==> src/rtl/pw_pkg.sv <==
package pw_pkg;
  localparam int PRESENT_BIT  = 0;
  localparam int WRITABLE_BIT = 1;

  typedef enum logic [1:0] {
    CAUSE_NONE   = 2'd0,
    CAUSE_ABSENT = 2'd1,
    CAUSE_RDONLY = 2'd2
  } xlate_cause_e;

  typedef enum logic [2:0] {
    ST_IDLE,
    ST_LOOKUP,
    ST_DIR_REQ,
    ST_DIR_WAIT,
    ST_TBL_REQ,
    ST_TBL_WAIT,
    ST_RESP
  } walk_st_e;
endpackage

==> src/rtl/pw_tlb.sv <==
module pw_tlb #(
  parameter int VPN_W = 20,
  parameter int PFN_W = 20,
  parameter int DEPTH = 8
) (
  input  logic             clk,
  input  logic             rst_n,
  input  logic             flush,
  input  logic [VPN_W-1:0] lk_vpn,
  output logic             lk_hit,
  output logic [PFN_W-1:0] lk_pfn,
  output logic             lk_wr,
  input  logic             fill_en,
  input  logic [VPN_W-1:0] fill_vpn,
  input  logic [PFN_W-1:0] fill_pfn,
  input  logic             fill_wr
);
  localparam int PTR_W = (DEPTH > 1) ? $clog2(DEPTH) : 1;

  logic             ent_v   [DEPTH];
  logic             ent_w   [DEPTH];
  logic [VPN_W-1:0] ent_vpn [DEPTH];
  logic [PFN_W-1:0] ent_pfn [DEPTH];
  logic [DEPTH-1:0] match;
  logic [PTR_W-1:0] ptr;

  // Round-robin victim pointer: advances on each install, unaffected by flush.
  always_ff @(posedge clk) begin
    if (!rst_n) ptr <= '0;
    else if (fill_en && !flush) ptr <= (ptr == PTR_W'(DEPTH-1)) ? '0 : ptr + 1'b1;
  end

  for (genvar i = 0; i < DEPTH; i++) begin : g_ent
    assign match[i] = ent_v[i] && (ent_vpn[i] == lk_vpn);

    always_ff @(posedge clk) begin
      if (!rst_n) begin
        ent_v[i]   <= 1'b0;
        ent_w[i]   <= 1'b0;
        ent_vpn[i] <= '0;
        ent_pfn[i] <= '0;
      end else if (flush) begin
        ent_v[i] <= 1'b0;
      end else if (fill_en && ptr == PTR_W'(i)) begin
        ent_v[i]   <= 1'b1;
        ent_w[i]   <= fill_wr;
        ent_vpn[i] <= fill_vpn;
        ent_pfn[i] <= fill_pfn;
      end
    end
  end

  // At most one entry can match, so an OR of the masked entries selects it.
  always_comb begin
    lk_pfn = '0;
    lk_wr  = 1'b0;
    for (int i = 0; i < DEPTH; i++) begin
      if (match[i]) begin
        lk_pfn = lk_pfn | ent_pfn[i];
        lk_wr  = lk_wr | ent_w[i];
      end
    end
  end

  assign lk_hit = |match;
endmodule

==> src/rtl/pw_walk_fsm.sv <==
module pw_walk_fsm
  import pw_pkg::*;
#(
  parameter int ADDR_W = 32,
  parameter int OFF_W  = 12,
  parameter int DIR_W  = 10
) (
  input  logic                    clk,
  input  logic                    rst_n,
  input  logic                    req_valid,
  output logic                    req_ready,
  input  logic [ADDR_W-1:0]       req_vaddr,
  input  logic                    req_write,
  output logic                    rsp_valid,
  input  logic                    rsp_ready,
  output logic [ADDR_W-1:0]       rsp_paddr,
  output logic [1:0]              rsp_cause,
  input  logic [ADDR_W-1:0]       base_addr,
  output logic [ADDR_W-OFF_W-1:0] lk_vpn,
  input  logic                    lk_hit,
  input  logic [ADDR_W-OFF_W-1:0] lk_pfn,
  input  logic                    lk_wr,
  output logic                    fill_en,
  output logic [ADDR_W-OFF_W-1:0] fill_vpn,
  output logic [ADDR_W-OFF_W-1:0] fill_pfn,
  output logic                    fill_wr,
  output logic                    mem_rd_valid,
  input  logic                    mem_rd_ready,
  output logic [ADDR_W-1:0]       mem_rd_addr,
  input  logic                    mem_rsp_valid,
  input  logic [ADDR_W-1:0]       mem_rsp_data
);
  localparam int TBL_W = ADDR_W - OFF_W - DIR_W;
  localparam int PFN_W = ADDR_W - OFF_W;

  walk_st_e          st;
  xlate_cause_e      cause_q;
  logic [ADDR_W-1:0] va_q;
  logic              wr_q;
  logic [PFN_W-1:0]  tbl_pfn_q;
  logic [ADDR_W-1:0] paddr_q;

  logic [DIR_W-1:0]  dir_idx;
  logic [TBL_W-1:0]  tbl_idx;
  logic [OFF_W-1:0]  offset;
  logic [ADDR_W-1:0] dir_addr, tbl_addr;
  logic              ent_p, ent_w;
  logic [PFN_W-1:0]  ent_pfn;
  logic              unused_ent_bits;

  assign dir_idx = va_q[ADDR_W-1 -: DIR_W];
  assign tbl_idx = va_q[OFF_W +: TBL_W];
  assign offset  = va_q[OFF_W-1:0];
  assign lk_vpn  = va_q[ADDR_W-1:OFF_W];

  assign ent_p   = mem_rsp_data[PRESENT_BIT];
  assign ent_w   = mem_rsp_data[WRITABLE_BIT];
  assign ent_pfn = mem_rsp_data[ADDR_W-1:OFF_W];
  assign unused_ent_bits = ^mem_rsp_data[OFF_W-1:2];

  assign dir_addr = base_addr + ADDR_W'({dir_idx, 2'b00});
  assign tbl_addr = {tbl_pfn_q, {OFF_W{1'b0}}} + ADDR_W'({tbl_idx, 2'b00});

  assign req_ready    = (st == ST_IDLE);
  assign rsp_valid    = (st == ST_RESP);
  assign rsp_paddr    = paddr_q;
  assign rsp_cause    = cause_q;
  assign mem_rd_valid = (st == ST_DIR_REQ) || (st == ST_TBL_REQ);
  assign mem_rd_addr  = (st == ST_TBL_REQ) ? tbl_addr : dir_addr;

  assign fill_en  = (st == ST_TBL_WAIT) && mem_rsp_valid && ent_p && !(wr_q && !ent_w);
  assign fill_vpn = va_q[ADDR_W-1:OFF_W];
  assign fill_pfn = ent_pfn;
  assign fill_wr  = ent_w;

  always_ff @(posedge clk) begin
    if (!rst_n) begin
      st        <= ST_IDLE;
      cause_q   <= CAUSE_NONE;
      va_q      <= '0;
      wr_q      <= 1'b0;
      tbl_pfn_q <= '0;
      paddr_q   <= '0;
    end else begin
      unique case (st)
        ST_IDLE: if (req_valid) begin
          va_q <= req_vaddr;
          wr_q <= req_write;
          st   <= ST_LOOKUP;
        end
        ST_LOOKUP: begin
          if (lk_hit) begin
            if (wr_q && !lk_wr) begin
              cause_q <= CAUSE_RDONLY;
              paddr_q <= '0;
            end else begin
              cause_q <= CAUSE_NONE;
              paddr_q <= {lk_pfn, offset};
            end
            st <= ST_RESP;
          end else begin
            st <= ST_DIR_REQ;
          end
        end
        ST_DIR_REQ: if (mem_rd_ready) st <= ST_DIR_WAIT;
        ST_DIR_WAIT: if (mem_rsp_valid) begin
          if (!ent_p) begin
            cause_q <= CAUSE_ABSENT;
            paddr_q <= '0;
            st      <= ST_RESP;
          end else begin
            tbl_pfn_q <= ent_pfn;
            st        <= ST_TBL_REQ;
          end
        end
        ST_TBL_REQ: if (mem_rd_ready) st <= ST_TBL_WAIT;
        ST_TBL_WAIT: if (mem_rsp_valid) begin
          if (!ent_p) begin
            cause_q <= CAUSE_ABSENT;
            paddr_q <= '0;
          end else if (wr_q && !ent_w) begin
            cause_q <= CAUSE_RDONLY;
            paddr_q <= '0;
          end else begin
            cause_q <= CAUSE_NONE;
            paddr_q <= {ent_pfn, offset};
          end
          st <= ST_RESP;
        end
        ST_RESP: if (rsp_ready) st <= ST_IDLE;
        default: st <= ST_IDLE;
      endcase
    end
  end
endmodule

==> src/rtl/pt_walker.sv <==
module pt_walker #(
  parameter int ADDR_W    = 32,
  parameter int OFF_W     = 12,
  parameter int DIR_W     = 10,
  parameter int TLB_DEPTH = 8
) (
  input  logic              clk,
  input  logic              rst_n,
  input  logic              req_valid,
  output logic              req_ready,
  input  logic [ADDR_W-1:0] req_vaddr,
  input  logic              req_write,
  output logic              rsp_valid,
  input  logic              rsp_ready,
  output logic [ADDR_W-1:0] rsp_paddr,
  output logic              rsp_fault,
  output logic [1:0]        rsp_cause,
  input  logic              base_we,
  input  logic [ADDR_W-1:0] base_wdata,
  input  logic              flush,
  output logic              mem_rd_valid,
  input  logic              mem_rd_ready,
  output logic [ADDR_W-1:0] mem_rd_addr,
  input  logic              mem_rsp_valid,
  input  logic [ADDR_W-1:0] mem_rsp_data
);
  localparam int PN_W = ADDR_W - OFF_W;

  logic [ADDR_W-1:0] base_q;
  logic [PN_W-1:0]   lk_vpn, lk_pfn, fill_vpn, fill_pfn;
  logic              lk_hit, lk_wr, fill_en, fill_wr;

  // Directory base register; any write also empties the translation cache.
  always_ff @(posedge clk) begin
    if (!rst_n) base_q <= '0;
    else if (base_we) base_q <= base_wdata;
  end

  pw_tlb #(.VPN_W(PN_W), .PFN_W(PN_W), .DEPTH(TLB_DEPTH)) u_tlb (
    .clk(clk), .rst_n(rst_n), .flush(flush | base_we),
    .lk_vpn(lk_vpn), .lk_hit(lk_hit), .lk_pfn(lk_pfn), .lk_wr(lk_wr),
    .fill_en(fill_en), .fill_vpn(fill_vpn), .fill_pfn(fill_pfn), .fill_wr(fill_wr)
  );

  pw_walk_fsm #(.ADDR_W(ADDR_W), .OFF_W(OFF_W), .DIR_W(DIR_W)) u_fsm (
    .clk(clk), .rst_n(rst_n),
    .req_valid(req_valid), .req_ready(req_ready),
    .req_vaddr(req_vaddr), .req_write(req_write),
    .rsp_valid(rsp_valid), .rsp_ready(rsp_ready),
    .rsp_paddr(rsp_paddr), .rsp_cause(rsp_cause),
    .base_addr(base_q),
    .lk_vpn(lk_vpn), .lk_hit(lk_hit), .lk_pfn(lk_pfn), .lk_wr(lk_wr),
    .fill_en(fill_en), .fill_vpn(fill_vpn), .fill_pfn(fill_pfn), .fill_wr(fill_wr),
    .mem_rd_valid(mem_rd_valid), .mem_rd_ready(mem_rd_ready), .mem_rd_addr(mem_rd_addr),
    .mem_rsp_valid(mem_rsp_valid), .mem_rsp_data(mem_rsp_data)
  );

  assign rsp_fault = (rsp_cause != 2'd0);
endmodule

==> config.mk <==
export PLATFORM = sky130hd
export DESIGN_NAME = pt_walker
export DESIGN_NICKNAME = d
export VERILOG_FILES = /design/src/rtl/pw_pkg.sv /design/src/rtl/pw_tlb.sv /design/src/rtl/pw_walk_fsm.sv /design/src/rtl/pt_walker.sv
export SDC_FILE = /design/constraint.sdc
export NUM_CORES = 1
export LEC_CHECK = 0
export BUFFER_PORTS_ARGS = -buffer_cell sky130_fd_sc_hd__buf_2
export CAP_MARGIN = 20
export CELL_PAD_IN_SITES_DETAIL_PLACEMENT = 0
export CELL_PAD_IN_SITES_GLOBAL_PLACEMENT = 1
export CORE_MARGIN = 2
export CORE_UTILIZATION = 28
export CTS_CLUSTER_DIAMETER = 100
export DETAILED_ROUTE_END_ITERATION = 10
export PLACE_DENSITY_LB_ADDON = 0.1
export SETUP_SLACK_MARGIN = 0.1
export SLEW_MARGIN = 20
export SYNTH_ARGS = -nofsm -noshare
export SYNTH_HDL_FRONTEND = slang
export SYNTH_SLANG_ARGS = --single-unit
==> constraint.sdc <==
create_clock -name clk -period 3.74 [get_ports clk]
set_clock_uncertainty 0.2 [all_clocks]
set_input_delay 0.748 -clock clk [delete_from_list [all_inputs] [get_ports clk]]
set_output_delay 0.748 -clock clk [all_outputs]
set_load 0.01 [all_outputs]
==> impl_metrics.tcl <==
set metrics [dict create \
    status "complete, but fails checks" \
    violations "negative setup slack" \
    power.total_uw 12500 \
    max_stage_delay_ns 0.35 \
    cts_tree "yes" \
    synth_warnings 0 \
    syn_area_per_cell_um2 11.2 \
    synthCells 1961 \
    cts_made_buffers 55 \
    drive_above_1_share_pct 20.1 \
    cp_top_family "compound AO/OA/AOI/OAI gates" \
    clk_pin_slew_ns 0.06 \
    hold_class "in -> reg" \
    crit_slowest_cell "dfxtp_2" \
    synth_seq_cells 461 \
    crit_chain "ha_4 -> inv_2 -> fa_2 -> nor2b_1 -> o21ai_1 -> a21boi_1 -> o21a_2 -> buf_4 -> buf_6 -> o21ai_0 -> xor2_1 -> a21oi_2 -> buf_2" \
    whs_ns 0.150 \
    synth_adder_area_share_pct 1.01 \
    clock-sinks 461 \
    period_share_pct 106 \
    ys.flop_type "edfxtp_1" \
    cp.arrival_ns 3.00 \
    drv_cap 0 \
    drtPass1Iterations 5 \
    vias 15800 \
    place.gp.congestion 0.783 \
    core_um2 77500 \
    ir_worst_vdd_mv 0.408 \
    initial_utilization_pct 28.2 \
    stdcell_area_um2 26600 \
    core.rowCount 102 \
    drc 0 \
    synthMuxAreaShare_pct 1.56 \
    die_area_um2 80400 \
    grt_max_degree 73 \
    post_drt_wl_per_cell_um 23.4 \
    synthDistinctLibCells 61 \
    grt_pass1_vias 16000 \
    finalHoldViolCount 0 \
    ant_nets 0 \
    grt_overflow 0 \
    drt_iter0_markers 850 \
    num_io_pins 175 \
    area_growth_pct 21.6 \
    slew_headroom_pct 39.5 \
    fillers 7758 \
    grt_pass1_wl_mm 110 \
    syn_area_um2 21900 \
    cts-root-buf "clkbuf_16" \
    worst_pin_slew_ns 0.908 \
    synth_xor_area_share_pct 7.44 \
    routed_wl_mm 74.9 \
    fmax_ghz 0.253 \
    grt.total_usage_pct 18.2 \
    pre_cts_ws_ns 0.0567 \
    synth_area_leaders "edfxtp_1, dfxtp_1, and3_1, xnor2_1, nand2_1" \
    port-buffer-count 164 \
    cp-start-kind "register" \
    viasPerCell 4.93 \
    fp.dieH_um 284 \
    async_reset_ff_share_pct 0 \
    cp-end-kind "primary output" \
    worstPathMaxFanout 4 \
    synth_most_common_cell "edfxtp_1" \
    synth_top_cell_by_area "edfxtp_1" \
    synthTopCellsByCount "edfxtp_1, and3_1, nand2_1, clkbuf_1, xnor2_1" \
    nets 2238 \
    synth.net_count 2083 \
    min_period_ns 3.95 \
    drv_slew 0 \
    seq_area_frac_synth_pct 57.5 \
    antenna_found_initial 8 \
    powerDensity_nw_per_um2 469 \
    final-setup-viol-count 22 \
    clockBufferDepth 3 \
    finalWorstSetupSlack_ns -0.212 \
    die_w_um 284 \
    worstPathBufferInverterCount 4 \
    path_class "reg -> out" \
    clk_latency_ns 0.64 \
    rsz0062_at_grt "true" \
    leakagePower_uw 0.0107 \
    synth_top_family_by_area "simple AND/OR/NAND/NOR gates" \
    yosys.area_share.simple_pct 20.1 \
    dp_hpwl_mm 45.9 \
    cts_max_level 2 \
    place_area_um2 24400 \
    synth-edff-count 334 \
    yosysTopAreaCellShare_pct 45.8 \
    cp_data_required_time_ns 2.79 \
    synth-compound-area-share_pct 9.01 \
]
cell type report:
| type | count | area [um2] | share of cell area, % |
|---|---|---|---|
| sequential | 461 | 12600 | 47.3 |
| multi-input combinational | 1312 | 8890 | 33.4 |
| timing repair buffer | 270 | 1980 | 7.45 |
| clock buffer | 74 | 1500 | 5.63 |
| tap | 1040 | 1300 | 4.89 |
| clock inverter | 26 | 279 | 1.05 |
| inverter | 16 | 61.3 | 0.230 |
| antenna | 2 | 5.00 | 0.0188 |
sequential cells by signal, indices dropped and copies added, names as in the netlist:
signal           cells
base_q              32
u_fsm.rsp_cause      2
u_fsm.rsp_paddr     32
u_fsm.st             3
u_fsm.tbl_pfn_q     20
u_fsm.va_q          32
u_fsm.wr_q           1
u_tlb.ent_pfn      160
u_tlb.ent_v          8
u_tlb.ent_vpn      160
u_tlb.ent_w          8
u_tlb.ptr            3
metrics by stage:
step / utilization, % / std cells / setup TNS [ns]
after floorplan: - / 1961 / 0
after global placement: 31.4 / 3086 / 0
after detailed placement: 31.4 / 3086 / 0
after CTS: 34.1 / 3192 / -3.53
after global routing: 34.3 / 3200 / -5.87
final: 34.3 / 3201 / -2.70
cells by family (layout without fill, tap and decap cells):
group           Yosys count  count (layout)
simple gates            793             793
flops                   461             461
compound gates          282             282
buf+inv                 188             386
xor+xnor                186             186
mux                      34              34
fa+ha+maj                17              17
other cells               0               2
path summary, 6_finish.rpt:
check | start | end | slack [ns] | cells past startpoint
worst min register to register | u_fsm.va_q[7] | u_fsm.va_q[7] | 0.25 | 2
worst max register to register | u_fsm.va_q[22] | u_fsm.rsp_paddr[6] | 0.20 | 13
worst max-delay path | base_q[2] | mem_rd_addr[10] | -0.21 | 13
worst min-delay path | req_vaddr[16] | u_fsm.va_q[16] | 0.15 | 3
worst min-delay path: stages:
cell and delay, ns:
buf_2 0.10, nand2_1 0.04, a21oi_1 0.05
layout by cell type (no fill, tap or decap), drive strengths merged, types with 22 or more instances in the layout:
master  synthesis  routed
nor2           70      70
nand4          38      38
o21ai          51      51
mux2i          34      34
nand3          22      22
clkbuf        149      76
xnor2         131     131
and3          257     257
a22o           52      52
a21oi          74      74
buf            23     268
dfxtp         127     127
nand2         206     206
and2           96      96
xor2           55      55
nor4           23      23
edfxtp        334     334
a31oi          23      23
a221oi         40      40
report_power, final:
group	switching (uW)	internal [uW]	leakage, uW
sequential	131	5670	0.00448
combinational	843	497	0.00535
clock	2250	3090	0.000874
routing by layer:
layer	GRT usage, %	vias up	share of wire (%)
met4	3.88	8	1.7
met2	28.9	386	46
met5	0	-	0.064
li1	-	7461	-
met1	25.9	7852	48
met3	3.09	86	4.7
repair_timing:
item	4_1_cts	5_1_grt
pin swaps	29	13
setup endpoints to repair	47	53
buffers inserted	6	5
hold buffers	0	0
gates cloned	1	2
gates resized for setup	63	22
Power figures use the tool's default switching activity.
